==> config.mk <==
export PLATFORM = sky130hd
export DESIGN_NAME = char_io_port
export DESIGN_NICKNAME = d
export VERILOG_FILES = /design/src/rtl/kdp_pkg.sv /design/src/rtl/kdp_ctrl.sv /design/src/rtl/kdp_datapath.sv /design/src/rtl/char_io_port.sv
export SDC_FILE = /design/constraint.sdc
export NUM_CORES = 1
export LEC_CHECK = 0
export ABC_AREA = 1
export BUFFER_PORTS_ARGS = -buffer_cell sky130_fd_sc_hd__buf_2
export CORE_ASPECT_RATIO = 1.4
export CORE_MARGIN = 3
export CORE_UTILIZATION = 30
export DETAILED_ROUTE_END_ITERATION = 16
export HOLD_SLACK_MARGIN = 0.03
export PLACE_DENSITY = 0.57
export SYNTH_ARGS = -nofsm -noshare
export SYNTH_HDL_FRONTEND = slang
export SYNTH_SLANG_ARGS = --single-unit
export TNS_END_PERCENT = 5
==> constraint.sdc <==
create_clock -name clk -period 1 [get_ports clk]
set_input_delay 0.1 -clock clk [delete_from_list [all_inputs] [get_ports clk]]
set_output_delay 0.1 -clock clk [all_outputs]
set_load 0.02 [all_outputs]
==> src/rtl/kdp_pkg.sv <==
package kdp_pkg;

  localparam int ADDR_W = 2;

  typedef enum logic [ADDR_W-1:0] {
    SEL_IN_DATA  = 2'd0,
    SEL_IN_STAT  = 2'd1,
    SEL_OUT_DATA = 2'd2,
    SEL_OUT_STAT = 2'd3
  } regSel_e;

  typedef struct packed {
    logic    rdEn;
    regSel_e rdSel;
    logic    ldIn;
    logic    rdIn;
    logic    ovrSet;
    logic    wrOut;
    logic    ack;
  } strobes_t;

endpackage

==> src/rtl/kdp_ctrl.sv <==
module kdp_ctrl
  import kdp_pkg::*;
(
  input  logic              busSel,
  input  logic              busWr,
  input  logic [ADDR_W-1:0] busAddr,
  input  logic              keyStrobe,
  input  logic              dispAck,
  input  logic              inFull,
  output strobes_t          strb
);

  logic rdCycle;
  logic wrCycle;

  assign rdCycle = busSel & ~busWr;
  assign wrCycle = busSel & busWr;

  always_comb begin
    strb        = '0;
    strb.rdEn   = rdCycle;
    strb.rdSel  = regSel_e'(busAddr);
    strb.ldIn   = keyStrobe;
    strb.rdIn   = rdCycle & (regSel_e'(busAddr) == SEL_IN_DATA);
    strb.wrOut  = wrCycle & (regSel_e'(busAddr) == SEL_OUT_DATA);
    strb.ack    = dispAck;
    strb.ovrSet = keyStrobe & inFull & ~strb.rdIn;
  end

endmodule

==> src/rtl/kdp_datapath.sv <==
module kdp_datapath
  import kdp_pkg::*;
#(
  parameter int DATA_W    = 8,
  parameter int READY_BIT = 3,
  parameter int OVR_BIT   = 4
) (
  input  logic              clk,
  input  logic              rstN,
  input  strobes_t          strb,
  input  logic [DATA_W-1:0] keyCode,
  input  logic [DATA_W-1:0] busWdata,
  output logic              inFull,
  output logic              outReady,
  output logic [DATA_W-1:0] dispData,
  output logic [DATA_W-1:0] busRdata
);

  localparam logic [DATA_W-1:0] READY_MASK = DATA_W'(1) << READY_BIT;
  localparam logic [DATA_W-1:0] OVR_MASK   = DATA_W'(1) << OVR_BIT;

  logic [DATA_W-1:0] inBuf;
  logic [DATA_W-1:0] outBuf;
  logic              lostChar;

  always_ff @(posedge clk or negedge rstN) begin
    if (!rstN) begin
      inBuf    <= '0;
      inFull   <= 1'b0;
      lostChar <= 1'b0;
    end else begin
      if (strb.ldIn) inBuf <= keyCode;
      if (strb.ldIn)      inFull <= 1'b1;
      else if (strb.rdIn) inFull <= 1'b0;
      if (strb.rdIn)        lostChar <= 1'b0;
      else if (strb.ovrSet) lostChar <= 1'b1;
    end
  end

  always_ff @(posedge clk or negedge rstN) begin
    if (!rstN) begin
      outBuf   <= '0;
      outReady <= 1'b1;
    end else begin
      if (strb.wrOut) begin
        outBuf   <= busWdata;
        outReady <= 1'b0;
      end else if (strb.ack) begin
        outReady <= 1'b1;
      end
    end
  end

  assign dispData = outBuf;

  always_comb begin
    busRdata = '0;
    if (strb.rdEn) begin
      unique case (strb.rdSel)
        SEL_IN_DATA:  busRdata = inBuf;
        SEL_IN_STAT:  busRdata = (inFull ? READY_MASK : '0) | (lostChar ? OVR_MASK : '0);
        SEL_OUT_DATA: busRdata = '0;
        SEL_OUT_STAT: busRdata = outReady ? READY_MASK : '0;
        default:      busRdata = '0;
      endcase
    end
  end

endmodule

==> src/rtl/char_io_port.sv <==
module char_io_port
  import kdp_pkg::*;
#(
  parameter int DATA_W    = 8,
  parameter int READY_BIT = 3,
  parameter int OVR_BIT   = 4
) (
  input  logic              clk,
  input  logic              rstN,
  input  logic              busSel,
  input  logic              busWr,
  input  logic [ADDR_W-1:0] busAddr,
  input  logic [DATA_W-1:0] busWdata,
  output logic [DATA_W-1:0] busRdata,
  input  logic              keyStrobe,
  input  logic [DATA_W-1:0] keyCode,
  output logic              keyFull,
  input  logic              dispAck,
  output logic [DATA_W-1:0] dispData,
  output logic              dispPending
);

  strobes_t strb;
  logic     inFull;
  logic     outReady;

  kdp_ctrl u_ctrl (
    .busSel    (busSel),
    .busWr     (busWr),
    .busAddr   (busAddr),
    .keyStrobe (keyStrobe),
    .dispAck   (dispAck),
    .inFull    (inFull),
    .strb      (strb)
  );

  kdp_datapath #(
    .DATA_W    (DATA_W),
    .READY_BIT (READY_BIT),
    .OVR_BIT   (OVR_BIT)
  ) u_dp (
    .clk      (clk),
    .rstN     (rstN),
    .strb     (strb),
    .keyCode  (keyCode),
    .busWdata (busWdata),
    .inFull   (inFull),
    .outReady (outReady),
    .dispData (dispData),
    .busRdata (busRdata)
  );

  assign keyFull     = inFull;
  assign dispPending = ~outReady;

endmodule

==> summary by stage <==
Worst setup path
Grouping stages by cell kind, the critical path spends the most delay in flip-flops. STA puts the critical path data required time at around 900 ps. The largest stage delay on the critical path is between 500 and 600 ps. On the critical path, the stage with the largest delay is an instance of sky130_fd_sc_hd__dfstp_2. The category of the critical setup timing path is reg -> out.

The cell with the most instances on the worst path is sky130_fd_sc_hd__nand2_2. Along the worst path, the maximum fanout reaches 2. STA classifies the critical path endpoint as an output port. The startpoint kind of the worst setup timing path is a register. For the worst setup path, the data arrival time is around 1200 ps.

Traced cell by cell, the critical path runs through inv_4 > nand2_2 > nand2_2 > o21ai_4 > buf_6. Counting both buffers and inverters, the worst setup path holds a total of 2.

Logic synthesis
The cell count after synthesis came out at 102. Yosys attributes the largest share of cell area to sky130_fd_sc_hd__dfrtp_1 52%, sky130_fd_sc_hd__nand2_1 15%, sky130_fd_sc_hd__nand3_1 6.4%. The average instance in the mapped netlist occupies around 8.5 sq um. The total nets after synthesis is between 100 and 150.

The largest area contributor in the netlist is sky130_fd_sc_hd__dfrtp_1. The number of library cell types mapped by synthesis is 16. In this run the biggest area consumer among cell types represents a little over half of the synthesized area.

The synthesized area is around 860 sq um. During synthesis, Yosys emitted a total of 0 warnings. The post-synthesis sequential area ratio is between 50% and 60%. The number of storage elements in the synthesis netlist is 19.

Drt
After detailed routing, the number of remaining DRC violations is 0. The first TritonRoute pass finished after 5 iterations. After the first detailed-routing iteration, the DRC count stood at 19. The final antenna-violating net count is 0. The total vias in the final route is between 800 and 900. Dividing the detail-routed via count by the number of cells gives 4.370. The routed length per instance is between 10 and 15 um.

The total wire length is ~2300 um.

Timing
Setup slack on the critical path of the routed design comes to -336.9 ps. The achievable clock frequency is ~750 MHz. The worst hold-check slack is about 46 ps. The post-layout minimum cycle time is ~1300 ps. The number of pins with negative max-slew slack in the final report came to 0. Setup repair after global routing could not meet its margin everywhere. The post-route clock period utilization is 133.7%.

The worst relative slew slack is about 72%. The final count of negative-setup-slack endpoints is 8. The clock arrives with 0.1903 ps of skew.

The total count of hold-check failures in the final report came to 0. The final-layout setup total negative slack is -829.6 ps. The measured slew at the worst slew-check pin is between 400 and 500 ps.

GRT
The remaining global-route overflow is 0. Entering global routing, the biggest net connects 20 pins. The number of antenna violations at the first check in global routing is 0. The number of global-route vias before repair is 950. The overall track demand over capacity in global routing is around 14%. The first global-routing pass estimated 4002 um of wire.

Finish
The share of cells above drive strength 1 is approximately 43%. The repair_antennas step left the layout with diodes totalling 0. The final layout net count is roughly 190. The area growth from synthesis to layout is 62.46%. Fill cells in the final layout number 271. The number of standard cells in the layout, taps in and fillers out is 200. For this run, the share of the core covered by cells in the final layout is around half.

Placement
The number of cells after detailed placement is 179. The congestion estimate from routability-driven global placement came to about 0.74. The half-perimeter wire length after placement is between 1500 and 2000 um. The count of input and output buffers is slightly above 40.

The worst-case setup slack after placement is -81.45 ps.

Die
The site row count is 22. The floorplan step defined a die boundary enclosing approximately 3600 sq um. The number of placed I/O pins is 42.

The horizontal die dimension is roughly 50 um. In this run the vertical extent of the chip is ~70 um. Once the floorplan was initialized, standard cells occupied about a third of the core. The core region is around 2700 sq um.

Clock tree
The CTS root buffer is sky130_fd_sc_hd__clkbuf_4. The later pin in the worst-skew pair is clocked with a latency of 290 ps. TritonCTS built the clock tree. The number of clock buffers added by TritonCTS is 3. The clock transition at the registers of the reported paths is 110 ps. The longest clock path from root to sink contains 2 buffers. Counting every sink on the clock net gives 19. In this run the number of H-tree levels came out at 1.

Power and ir drop
Summed over all cells, the static leakage comes to around 0.75 nW. The worst ir drop on vdd is slightly below 0.9 mV. The power density over cell area is about 1300 nW/um^2.

Run status
The flow ran to the end, but the final reports show violations. The checks that failed: negative setup slack.

Worst hold path
The type of the most critical hold path is in -> reg.

Job
The max capacitance violation total is 0.
[worst reg2reg max path: stages, from the launching register on]
cell                      delay (ps)
sky130_fd_sc_hd__dfrtp_1         410
sky130_fd_sc_hd__buf_6           130
sky130_fd_sc_hd__a21oi_1         120
sky130_fd_sc_hd__a21oi_1          50
[timing repair]
action / CTS / global route
setup endpoints to repair: 10 / 15
resized for setup: 19 / 9
setup buffers: 1 / 0
hold buffers: 16 / 0
pin swaps: 6 / 3
hold endpoints to repair: 33 / 0
[layer usage]
metal / GRT usage [%] / vias up / wire (um)
met2: 26.97 / 35 / 1222
met1: 15.80 / 397 / 884
met5: 0 / - / 0
met4: 3.499 / 0 / 0
li1: - / 442 / -
met3: 3.011 / 0 / 157
[cells by family (layout without fill, tap and decap cells)]
kind of cell	after synthesis	in the layout	share of synthesized area [%]
flip-flops	19	19	55.22
buffers and inverters	14	76	6.375
AND/OR/NAND/NOR	58	58	31.74
AO/OA/AOI/OAI	11	11	6.666
[layout by cell type, fill, tap and decap left out]
cell type,instances
sky130_fd_sc_hd__nand2_4,2
sky130_fd_sc_hd__nand2_2,2
sky130_fd_sc_hd__nor2_4,3
sky130_fd_sc_hd__inv_1,4
sky130_fd_sc_hd__inv_2,7
sky130_fd_sc_hd__dlygate4sd3_1,16
sky130_fd_sc_hd__dfrtp_1,18
sky130_fd_sc_hd__nor2_2,6
sky130_fd_sc_hd__clkbuf_4,3
sky130_fd_sc_hd__inv_4,1
sky130_fd_sc_hd__dfstp_2,1
sky130_fd_sc_hd__a21boi_1,1
sky130_fd_sc_hd__buf_2,31
sky130_fd_sc_hd__o21ai_0,6
sky130_fd_sc_hd__o21ai_4,1
sky130_fd_sc_hd__clkinv_2,2
sky130_fd_sc_hd__buf_4,2
sky130_fd_sc_hd__buf_6,10
sky130_fd_sc_hd__nand3_1,11
sky130_fd_sc_hd__nand2_1,33
sky130_fd_sc_hd__nor2_1,1
sky130_fd_sc_hd__a21oi_1,3
[per-stage QoR]
stage / power [W] / cell area [sq um]
CTS: 0.001799 / 1376
floorplan: 0.001152 / 882.1
finish: 0.001774 / 1403
global placement: 0.001319 / 1135
global route: 0.001906 / 1403
detailed placement: 0.001327 / 1135
[synthesized netlist by cell type]
library cell / instances
sky130_fd_sc_hd__nor2_1: 1
sky130_fd_sc_hd__dfrtp_1: 18
sky130_fd_sc_hd__nor2_2: 8
sky130_fd_sc_hd__clkinv_2: 1
sky130_fd_sc_hd__o21ai_1: 1
sky130_fd_sc_hd__inv_1: 11
sky130_fd_sc_hd__o21ai_0: 6
sky130_fd_sc_hd__inv_2: 1
sky130_fd_sc_hd__nand2_4: 2
sky130_fd_sc_hd__buf_2: 1
sky130_fd_sc_hd__a21boi_1: 1
sky130_fd_sc_hd__nand3_1: 11
sky130_fd_sc_hd__a21oi_1: 3
sky130_fd_sc_hd__nor2_4: 1
sky130_fd_sc_hd__nand2_1: 35
sky130_fd_sc_hd__dfstp_2: 1
[final cells by class]
class / instances / area [sq um] / share of cell area (%)
flip-flops and latches: 19 / 476.7 / 33.99
inverters: 13 / 52.55 / 3.747
well taps: 36 / 45.04 / 3.211
repair buffers: 59 / 442.9 / 31.58
clock inverters: 1 / 5.005 / 0.3568
multi-input cells: 69 / 357.8 / 25.51
clock buffers: 3 / 22.52 / 1.606
[sequential cells by signal, summed over array words and instances (netlist names)]
name and flops:
u_dp.dispData 8, u_dp.inBuf 8, u_dp.inFull 1, u_dp.lostChar 1, u_dp.outReady 1
[where the power goes]
| part | total (W) | switching [W] | internal (W) |
|---|---|---|---|
| combinational | 0.000472 | 0.000274 | 0.000198 |
| clock | 0.000387 | 0.000238 | 0.000149 |
| sequential | 0.000916 | 0.0000510 | 0.000865 |
[worst paths after layout]
kind                                  start          endpoint  slack (ps)  cells past startpoint
max                           u_dp.outReady       busRdata[3]        -340                      5
min                             busWdata[4]  u_dp.dispData[4]          50                      3
max reg2reg                     u_dp.inFull     u_dp.lostChar         180                      3
min reg2reg                u_dp.dispData[1]  u_dp.dispData[1]         480                      2
max in group asynchronous              rstN     u_dp.outReady         400                      2
min in group asynchronous              rstN  u_dp.dispData[1]         270                      2
(Power assumes the default switching activity.)
